===== src/rtl/sf_pkg.sv =====
package sf_pkg;

  // Next value of a run counter: restart on a differing sample, count up on a
  // repeat, and saturate at the terminal count.
  function automatic int unsigned run_step(int unsigned cnt, bit same, int unsigned term);
    if (!same) return 0;
    if (cnt >= term) return term;
    return cnt + 1;
  endfunction

  // True on the edge where the repeat run reaches the required length.
  function automatic bit run_done(int unsigned cnt, bit same, int unsigned term);
    return same && ((cnt + 1) >= term);
  endfunction

endpackage


===== src/rtl/sf_lane.sv =====
module sf_lane
  import sf_pkg::*;
#(
  parameter int unsigned STABLE_CYCLES = 16
) (
  input  logic clk_i,
  input  logic rst_ni,
  input  logic raw_i,
  output logic filt_o,
  output logic settled_o
);

  localparam int unsigned TERM = STABLE_CYCLES - 1;
  localparam int unsigned CW   = (STABLE_CYCLES > 2) ? $clog2(STABLE_CYCLES) : 1;

  logic          samp_q;
  logic          filt_q;
  logic [CW-1:0] cnt_q;
  logic [CW-1:0] cnt_d;
  logic          same;
  logic          accept;

  assign same   = (raw_i == samp_q);
  assign cnt_d  = CW'(run_step(32'(cnt_q), same, TERM));
  assign accept = run_done(32'(cnt_q), same, TERM);

  always_ff @(posedge clk_i or negedge rst_ni) begin
    if (!rst_ni) begin
      samp_q <= 1'b0;
      cnt_q  <= '0;
      filt_q <= 1'b0;
    end else begin
      samp_q <= raw_i;
      cnt_q  <= cnt_d;
      if (accept) filt_q <= samp_q;
    end
  end

  assign filt_o    = filt_q;
  assign settled_o = same && (cnt_q == CW'(TERM));

  // a differing sample restarts the run
  p_restart_r8: assert property (@(posedge clk_i) disable iff (!rst_ni)
    (raw_i != samp_q) |=> (cnt_q == '0))
    else $error("lane run did not restart");

  // the held value only moves after a full run
  p_change_after_run_r2: assert property (@(posedge clk_i) disable iff (!rst_ni)
    !$stable(filt_q) |-> ($past(cnt_q) >= CW'(TERM - 1)))
    else $error("lane value changed before full run");

  // an accepted value is the raw value sampled at that edge
  p_takes_sample_r2: assert property (@(posedge clk_i) disable iff (!rst_ni)
    !$stable(filt_q) |-> (filt_q == $past(raw_i)))
    else $error("lane accepted a value not on the input");

  // saturated run holds count and value
  p_saturate_r7: assert property (@(posedge clk_i) disable iff (!rst_ni)
    settled_o |=> ((cnt_q == CW'(TERM)) && $stable(filt_q)))
    else $error("saturated lane moved");

endmodule


===== src/rtl/sf_select.sv =====
module sf_select #(
  parameter int unsigned WIDTH = 32
) (
  input  logic [WIDTH-1:0] raw_i,
  input  logic [WIDTH-1:0] filt_i,
  input  logic [WIDTH-1:0] en_i,
  output logic [WIDTH-1:0] dout_o
);

  for (genvar g = 0; g < WIDTH; g++) begin : g_mux
    assign dout_o[g] = en_i[g] ? filt_i[g] : raw_i[g];
  end

endmodule


===== src/rtl/pin_settle_filter.sv =====
module pin_settle_filter #(
  parameter int unsigned WIDTH         = 32,
  parameter int unsigned STABLE_CYCLES = 16
) (
  input  logic             clk_i,
  input  logic             rst_ni,
  input  logic [WIDTH-1:0] raw_i,
  input  logic [WIDTH-1:0] filt_en_i,
  output logic [WIDTH-1:0] dout_o
);

  logic [WIDTH-1:0] lane_filt;
  logic [WIDTH-1:0] lane_settled;

  for (genvar g = 0; g < WIDTH; g++) begin : g_lane
    sf_lane #(.STABLE_CYCLES(STABLE_CYCLES)) i_lane (
      .clk_i    (clk_i),
      .rst_ni   (rst_ni),
      .raw_i    (raw_i[g]),
      .filt_o   (lane_filt[g]),
      .settled_o(lane_settled[g])
    );

    // enabling a settled lane shows the raw value immediately
    p_enable_clean_r6: assert property (@(posedge clk_i) disable iff (!rst_ni)
      ($rose(filt_en_i[g]) && lane_settled[g]) |-> (dout_o[g] == raw_i[g]))
      else $error("enable produced a stale value");
  end

  sf_select #(.WIDTH(WIDTH)) i_select (
    .raw_i (raw_i),
    .filt_i(lane_filt),
    .en_i  (filt_en_i),
    .dout_o(dout_o)
  );

endmodule


===== config.mk =====
export PLATFORM = sky130hd
export DESIGN_NAME = pin_settle_filter
export DESIGN_NICKNAME = d
export VERILOG_FILES = /design/src/rtl/sf_pkg.sv /design/src/rtl/sf_lane.sv /design/src/rtl/sf_select.sv /design/src/rtl/pin_settle_filter.sv
export SDC_FILE = /design/constraint.sdc
export NUM_CORES = 1
export LEC_CHECK = 0
export BUFFER_PORTS_ARGS = -buffer_cell sky130_fd_sc_hd__buf_2
export CAP_MARGIN = 20
export CELL_PAD_IN_SITES_DETAIL_PLACEMENT = 1
export CELL_PAD_IN_SITES_GLOBAL_PLACEMENT = 2
export CORE_ASPECT_RATIO = 1.25
export CORE_MARGIN = 2
export CORE_UTILIZATION = 24
export CTS_CLUSTER_SIZE = 8
export DETAILED_ROUTE_END_ITERATION = 16
export HOLD_SLACK_MARGIN = 0.02
export PLACE_DENSITY_LB_ADDON = 0.1
export SLEW_MARGIN = 20
export SYNTH_ARGS = -nofsm -noshare
export SYNTH_HDL_FRONTEND = slang
export SYNTH_SLANG_ARGS = --single-unit

===== constraint.sdc =====
create_clock -name clk_i -period 1.8 [get_ports clk_i]
set_input_delay 0.36 -clock clk_i [delete_from_list [all_inputs] [get_ports clk_i]]
set_output_delay 0.36 -clock clk_i [all_outputs]
set_load 0.05 [all_outputs]

==> metrics, run 1 <==
RSZ-0062 raised after global routing no; Max Cap Viol 0; sequential-to-total area share from yosys stat 0.4804; initial antenna violation count 0; ranking of synthesized cells by area dfrtp_1, ha_1, a21oi_1; Setup crit start kind flop; delay-heaviest family, CP flip-flops; Fin Setup TNS 0 ns; Req. time, crit path 1.44 ns; Core ar. between 40000 and 50000 um^2; Worst EP arrival 1.35 ns; Leak Pwr about 5.2 nW; Post-synth EDFFs 0; outcome complete, no violations; fin nets around 1200; clock buffer depth 2; register clock-pin slew on the reported worst setup and hold paths around 0.080 ns; post-synthesis async set-or-reset flop share 1.000; top-area cell type share of the netlist area 0.4804; residual DRC count 0; Yosys reg bits ~190; hpwl dp 15480 um; worst hold path type in2reg; final hold vios 0; first-pass GRT wire length 37200 um; drt first pass iters 6; Synthesis Warnings 0; total gr overflow 0; Final Cycle Share 0.9511; Die Span Y 232.2 um; WHS between 0.06 and 0.07 ns; Synth cell types 23; Post-DP Area between 10000 and 15000 um^2; clk_skew between 0.009 and 0.01 ns; Design Area, Final between 10000 and 15000 um^2; Routed wire per std cell around 13 um; WP buf/inv 1; Worst VDD drop roughly 0.67 mV; Rel. slew slack 0.7354; final WL ~21000 um; critical path class reg2out; area leader, netlist dfrtp_1; critical path fanouts, max 3; Root Buffer Master clkbuf_16; most common cell in the netlist dfrtp_1; vias in the first global route about 8000; largest net degree at the start of global routing 41; syn_nets ~1100; PD cells 918.3 nW/um^2; Synth top cells by count dfrtp_1, a21oi_1, nor2_1; Die W ~190 um; Area Growth Syn to Fin 19.05%; Slew Limit Fails 0; utilization after layout 0.2896; via count between 7000 and 8000; cells after synthesis 987; Setup crit end kind primary output; Synth Flop Type dfrtp_1; max incr delay on CP 0.42 ns; synthesized area between 10000 and 15000 um^2; worst skew pair latency between 0.4 and 0.5 ns; Die Area ~43000 um^2; Placer Congestion ~0.68; post-layout min period between 1.5 and 2 ns; highest-delay cell along the critical path dfrtp_1; endpoints failing setup 0; syn avg cell area between 10 and 15 um^2; CTS tree yes; postcts setup bufs 0; Cell Rows between 80 and 90; final antenna diode count 0; share of layout cells above drive strength 1 0.1647; Starting Density 0.2432; DRT iter0 DRCs approximately 210; # clock sinks roughly 190; port bufs 97; Least-Margin Pin Slew between 0.3 and 0.4 ns; fmax roughly 0.58 GHz; CTS Buf Count 17; H-tree depth 4; CP Cell Sequence mux2_2 > buf_2; io pins roughly 100; average vias per placed instance ~4.5; GRT Util Overall 0.1039; DRT antenna net count 0
==> timing repair <==
item                                    CTS  global route
hold buffers                              1             0
hold endpoints to repair                 31             0
endpoints found under the setup margin    0             2
resized for setup                         0             3
==> flip-flops by register name, indices dropped and copies added (netlist names) <==
name and count:
g_lane.i_lane.cnt_q 128, g_lane.i_lane.filt_o 32, g_lane.i_lane.samp_q 32
==> power breakdown <==
| group | switching, mW | leakage [nW] | internal [mW] | total (mW) |
|---|---|---|---|---|
| Combinational | 1.07 | 2.59 | 0.746 | 1.81 |
| Clock | 1.73 | 0.301 | 2.26 | 3.99 |
| Sequential | 0.441 | 2.36 | 4.69 | 5.13 |
| Total | 3.23 | 5.25 | 7.70 | 10.9 |
==> cell families after synthesis <==
kind of cell / Yosys count / synth area share
AND/OR/NAND/NOR: 342 / 0.1774
AO/OA/AOI/OAI: 245 / 0.1481
flip-flops: 192 / 0.4804
multiplexers: 64 / 0.06805
adder cells (fa/ha/maj): 64 / 0.08006
buffers and inverters: 48 / 0.01801
XOR/XNOR: 32 / 0.02802
==> worst register-to-register path, delay by kind of cell, from the launching register on <==
kind | cells | cell delay (ns)
buffers and inverters | 1 | 0.06
DFF | 1 | 0.42
adders and majority gates | 1 | 0.31
AOI/OAI and AO/OA | 4 | 0.76
==> cells in the final DEF, fill, tap and decap left out, drive strengths merged, types with 24 or more instances in the layout <==
cell,count
o211ai,32
inv,48
xor2,32
o21ai,64
ha,64
mux2i,32
nor2,70
nand2b,58
a21oi,85
o21bai,32
clkbuf,24
nand2,64
nand3,80
mux2,32
buf,102
dfrtp,192
==> routing by layer <==
| layer | vias to the layer above | routed length [um] | GRT usage |
|---|---|---|---|
| li1 | 3738 | - | - |
| met1 | 3704 | 9656 | 0.1218 |
| met2 | 77 | 10520 | 0.1837 |
| met3 | 20 | 533 | 0.02116 |
| met4 | 0 | 420 | 0.04613 |
| met5 | - | 0 | 0 |
==> stage by stage <==
| step | setup WS [ns] | cells | power [mW] |
|---|---|---|---|
| finish | 0.08810 | 1675 | 10.94 |
| global placement | 0.1919 | 1642 | 7.050 |
| floorplan | 0.3516 | 987 | 6.388 |
| CTS | 0.01839 | 1675 | 11.26 |
| global route | 0.01488 | 1675 | 11.70 |
| detailed placement | 0.1763 | 1642 | 7.072 |
==> worst paths after layout <==
kind	from	endpoint	slack [ns]	cells past startpoint
max in group asynchronous	rst_ni	g_lane[31].i_lane.filt_o$_DFFE_PN0P_	0.84	3
worst min register to register	g_lane[28].i_lane.cnt_q[0]$_DFF_PN0_	g_lane[28].i_lane.cnt_q[0]$_DFF_PN0_	0.51	1
worst max register to register	g_lane[12].i_lane.cnt_q[0]$_DFF_PN0_	g_lane[12].i_lane.filt_o$_DFFE_PN0P_	0.17	6
worst max-delay path	g_lane[13].i_lane.filt_o$_DFFE_PN0P_	dout_o[13]	0.09	2
min in group asynchronous	rst_ni	g_lane[30].i_lane.samp_q$_DFF_PN0_	0.39	2
worst min-delay path	raw_i[30]	g_lane[30].i_lane.samp_q$_DFF_PN0_	0.07	1
==> area by class of cell <==
cell class              instances  area [um^2]
fillers                      4783        29220
repair buffers                104        601.8
clock inverters                 9        103.9
clock buffers                  23        508.0
well taps                     552        690.7
multi-input cells             747         5017
flip-flops and latches        192         4806
inverters                      48        180.2
No activity file was read; power rests on OpenSTA's default activity.
==> run 2, diff against run 1 <==
RECOVER_POWER = 100   (was not set)
SLEW_MARGIN = not set   (was 20)
clock period = 1.84 ns   (was 1.8 ns; I/O delays follow)
==> run 2 against run 1 <==
Compared with the run above:
- global-route usage fell by 0.15 points
- largest cell class unchanged
- clock-buffer cell count rose by 1
- critical path type unchanged
- routed wire length fell by 0.71%
==> metrics, run 2 (synthesis results as in run 1) <==
via count between 7000 and 8000; Psw between 3 and 4 mW; first-pass GRT wire length ~37000 um; RR Startpoint g_lane[25].i_lane.cnt_q[0]$_DFF_PN0_; endpoints failing setup 0; worst skew pair latency approximately 0.45 ns; Flop pwr share 0.484; Design Area, Final about 12000 um^2; Cell Rows 83; Fin Setup TNS 0 ns; H-tree depth 4; Non-Filler Instances between 1500 and 2000; Root Buffer Master clkbuf_16; port bufs 97; Worst Setup SP g_lane[13].i_lane.filt_o$_DFFE_PN0P_; largest net degree at the start of global routing 44; CTS Buf Count 17; max FFs per register about 130; Worst EP arrival between 1 and 1.5 ns; clk_skew roughly 0.0093 ns; CP Cell Sequence mux2_2 > clkbuf_2; dpl cells between 1500 and 2000; Die Span Y between 200 and 250 um; total gr overflow 0; GRT Util Overall 0.1025; WHS 0.09539 ns; Leak Pwr between 5 and 6 nW; # clock sinks about 190; Clk pwr share 0.347; Multi-input gate area about 5000 um^2; fin worst setup slack around 0.095 ns; most common cell after layout, fill and taps aside dfrtp_1; Slew Limit Fails 0; worst hold path type in2reg; hpwl dp around 15000 um; final WL approximately 21000 um; Least-Margin Pin Slew roughly 1.2 ns; critical path class reg2out; final hold vios 0; final antenna diode count 0; critical hold path startpoint raw_i[24]; Die Area between 40000 and 50000 um^2; most frequent cells in the layout dfrtp_1, a21oi_1, nor2_1, nand3_1; FF+latch area 4805 um^2; Resized cells post-CTS 0; Routed wire per std cell ~13 um; Placer Congestion just under 0.7; outcome complete, no violations; Setup crit end kind primary output; highest-delay cell along the critical path dfrtp_1; DRT iter0 DRCs slightly above 200; Starting Density 0.2432; fin nets 1241; final-layout fill cell count 4797; Place WS 0.2097 ns; vias in the first global route 7893; Final Cycle Share 0.9481; WP buf/inv 1; combinational share of power 0.168; delay-heaviest family, CP flip-flops; CTS tree yes; residual DRC count 0; critical path fanouts, max 3; Die W about 190 um; RSZ-0062 raised after global routing no; Worst VDD drop roughly 0.64 mV; share of layout cells above drive strength 1 0.1317; Rel. slew slack 0.2109; Req. time, crit path between 1 and 1.5 ns; initial antenna violation count 0; Post-DP Area ~11000 um^2; Area Growth Syn to Fin 17.71%; drt first pass iters 6; Core ar. 41120 um^2; fmax about 0.57 GHz; max incr delay on CP 0.42 ns; utilization after layout 0.2863; post-layout min period ~1.7 ns; switching share of power 0.3043; Int Pwr 7.206 mW; average vias per placed instance 4.470; DRT antenna net count 0; Max Cap Viol 0; PnR Total Power ~10 mW; PD cells between 800 and 900 nW/um^2; Setup crit start kind flop; clock buffer depth 2; register clock-pin slew on the reported worst setup and hold paths ~0.07 ns; io pins between 90 and 100; most flop-heavy register g_lane.i_lane.cnt_q
run 2: cell type report:
type	count	area share
clock buffers	24	0.04261
multi-input cells	747	0.4249
repair buffers	105	0.04591
flip-flops and latches	192	0.4081
clock inverters	8	0.004570
well taps	552	0.05866
inverters	48	0.01530
run 2: path summary, 6_finish.rpt:
kind,slack (ns),cells past startpoint,end
worst min register to register,0.53,1,g_lane[30].i_lane.cnt_q[0]$_DFF_PN0_
worst max register to register,0.20,6,g_lane[25].i_lane.filt_o$_DFFE_PN0P_
worst max-delay path,0.1,2,dout_o[13]
min in group asynchronous,0.68,2,g_lane[30].i_lane.samp_q$_DFF_PN0_
worst min-delay path,0.1,1,g_lane[24].i_lane.samp_q$_DFF_PN0_
max in group asynchronous,0.27,3,g_lane[26].i_lane.cnt_q[1]$_DFF_PN0_
run 2: per-layer routing:
layer / track usage / share of wire / vias up
met3: 0.01965 / 0.025 / 19
met1: 0.1222 / 0.46 / 3649
li1: - / - / 3749
met4: 0.04464 / 0.019 / 0
met5: 0 / 0 / -
met2: 0.1797 / 0.49 / 74
run 2: power by group through the flow:
stage	logic [mW]	registers [mW]	clock network, mW
detailed placement	1.80	5.11	0
finish	1.74	5.02	3.60
CTS	1.82	5.02	3.87
global placement	1.79	5.10	0
floorplan	1.25	5.00	0
global route	2.04	5.10	3.97
run 2: what timing repair did:
item	in CTS	in global routing
hold endpoints to repair	36	0
buffers inserted	0	0
hold buffers	1	0
==> run 3, diff against run 2 <==
ABC_AREA = 1   (was not set)
SLEW_MARGIN = 25   (was not set)
==> run 3 against run 2 <==
Compared with the run above:
- die area is 1.7% higher
- non-clock buffer count is 1 higher
- critical path depth stayed put
- clock-buffer cell count is 7 lower
- global-route usage is 0.29 points higher
- utilization hardly changed
- synthesized area is 1.8% higher
==> metrics, run 3 <==
Area Growth Syn to Fin 17.76%; syn avg cell area about 8 um^2; syn_nets 1378; WHS roughly 0.08 ns; critical path class reg2out; highest-delay cell along the critical path dfrtp_1; synthesized area 10180 um^2; final hold vios 0; most common cell in the netlist nand2_1; Yosys reg bits between 150 and 200; delay-heaviest family, CP flip-flops; CP Cell Sequence mux2_2 > buf_2; DRT iter0 DRCs around 160; Core ar. around 42000 um^2; Rel. slew slack 0.3613; Die Area ~44000 um^2; RR Startpoint g_lane[10].i_lane.cnt_q[0]$_DFF_PN0_; total gr overflow 0; Worst EP arrival 1.39 ns; initial antenna violation count 0; most flop-heavy register g_lane.i_lane.cnt_q; ranking of synthesized cells by area dfrtp_1, nand2_1, ha_1; Least-Margin Pin Slew 0.9580 ns; Slew Limit Fails 0; average vias per placed instance 4.119; final WL 21310 um; Resized cells post-CTS 0; H-tree depth 4; Placer Congestion a little under 0.7; via count around 8000; Synth cell types 16; fin nets roughly 1500; Cell Rows between 80 and 90; fmax approximately 0.57 GHz; Worst VDD drop approximately 0.67 mV; cells after synthesis 1248; DRT antenna net count 0; Design Area, Final 11990 um^2; CTS Buf Count 17; # clock sinks 192; Starting Density 0.2427; PnR Total Power around 11 mW; top-area cell type share of the netlist area 0.4721; clk_skew 0.009679 ns; outcome complete, no violations; first-pass GRT wire length 37700 um; final-layout fill cell count ~5000; worst hold path type in2reg; final antenna diode count 0; Fin Setup TNS 0 ns; endpoints failing setup 0; Req. time, crit path 1.47 ns; Synth top cells by count nand2_1, dfrtp_1, inv_1; worst skew pair latency around 0.46 ns; share of layout cells above drive strength 1 0.1162; sequential-to-total area share from yosys stat 0.4721; Root Buffer Master clkbuf_16; most common cell after layout, fill and taps aside nand2_1; PD cells 897.1 nW/um^2; Routed wire per std cell 10.95 um; Die Span Y ~230 um; vias in the first global route ~8400; hpwl dp 16510 um; Setup crit end kind primary output; register clock-pin slew on the reported worst setup and hold paths about 0.08 ns; largest net degree at the start of global routing 40; drt first pass iters 4; Leak Pwr between 7 and 8 nW; residual DRC count 0; max incr delay on CP roughly 0.44 ns; RSZ-0062 raised after global routing no; critical hold path startpoint raw_i[15]; Post-DP Area 11480 um^2; most frequent cells in the layout nand2_1, inv_1, dfrtp_1, nor2_1; Max Cap Viol 0; CTS tree yes; port bufs between 90 and 100; Worst Setup SP g_lane[28].i_lane.filt_o$_DFFE_PN0P_; Synth Flop Type dfrtp_1; Setup crit start kind flop; Post-synth EDFFs 0; WP buf/inv 1; clock buffer depth 2; io pins around 100; post-synthesis async set-or-reset flop share 1.000; Final Cycle Share 0.9545; Synthesis Warnings 0; Die W around 190 um; area leader, netlist dfrtp_1; max FFs per register between 100 and 150; critical path fanouts, max 2; GRT Util Overall 0.1054; post-layout min period approximately 1.8 ns
run 3: timing repair:
action,in CTS,in global routing
hold buffers,1,0
hold endpoints to repair,21,0
buffers inserted,0,0
run 3: cells by family (layout without fill, tap and decap cells):
group                    count (synthesis)  after routing  share of synthesized area
AO/OA/AOI/OAI                           96             96                    0.05508
flip-flops                             192            192                     0.4721
adder cells (fa/ha/maj)                 64             64                    0.07868
XOR/XNOR                                32             32                    0.02754
multiplexers                            32             32                    0.03541
buffers and inverters                  224            362                    0.08262
AND/OR/NAND/NOR                        608            608                     0.2486
run 3: worst paths after layout:
kind	slack [ns]	cells past startpoint	to
max in group asynchronous	0.25	4	g_lane[27].i_lane.cnt_q[2]$_DFF_PN0_
worst min register to register	0.47	2	g_lane[27].i_lane.filt_o$_DFFE_PN0P_
worst max register to register	0.44	9	g_lane[10].i_lane.filt_o$_DFFE_PN0P_
min in group asynchronous	0.59	2	g_lane[16].i_lane.cnt_q[1]$_DFF_PN0_
worst min-delay path	0.08	1	g_lane[15].i_lane.samp_q$_DFF_PN0_
worst max-delay path	0.08	2	dout_o[28]
run 3: routing by layer:
metal | track usage | wire length, um
met3 | 0.02125 | 571
met2 | 0.1918 | 10990
met5 | 0 | 0
met4 | 0.04626 | 416
met1 | 0.1192 | 9327
run 3: where the power goes:
| part | total [mW] | switching (mW) | leakage [nW] | internal (mW) |
|---|---|---|---|---|
| logic | 2.02 | 1.21 | 4.23 | 0.814 |
| registers | 4.97 | 0.351 | 2.52 | 4.62 |
| clock network | 3.76 | 1.85 | 0.271 | 1.91 |
run 3: area by class of cell:
type | instances | area [um^2] | share of cell area
clock buffers | 17 | 425.4 | 0.03549
clock inverters | 15 | 152.6 | 0.01274
inverters | 224 | 840.8 | 0.07015
multi-input cells | 832 | 4509 | 0.3762
flip-flops and latches | 192 | 4805 | 0.4009
well taps | 559 | 699.4 | 0.05836
repair buffers | 106 | 553.0 | 0.04614
run 3: per-stage QoR:
step | setup WS [ns] | instances | util
6_report | 0.08375 | 1945 | 0.2858
5_1_grt | 0.01984 | 1945 | 0.2858
4_1_cts | 0.04928 | 1945 | 0.2878
3_5_place_dp | 0.4495 | 1912 | 0.2738
3_3_place_gp | 0.4447 | 1912 | 0.2738
2_1_floorplan | 0.5999 | 1248 | -
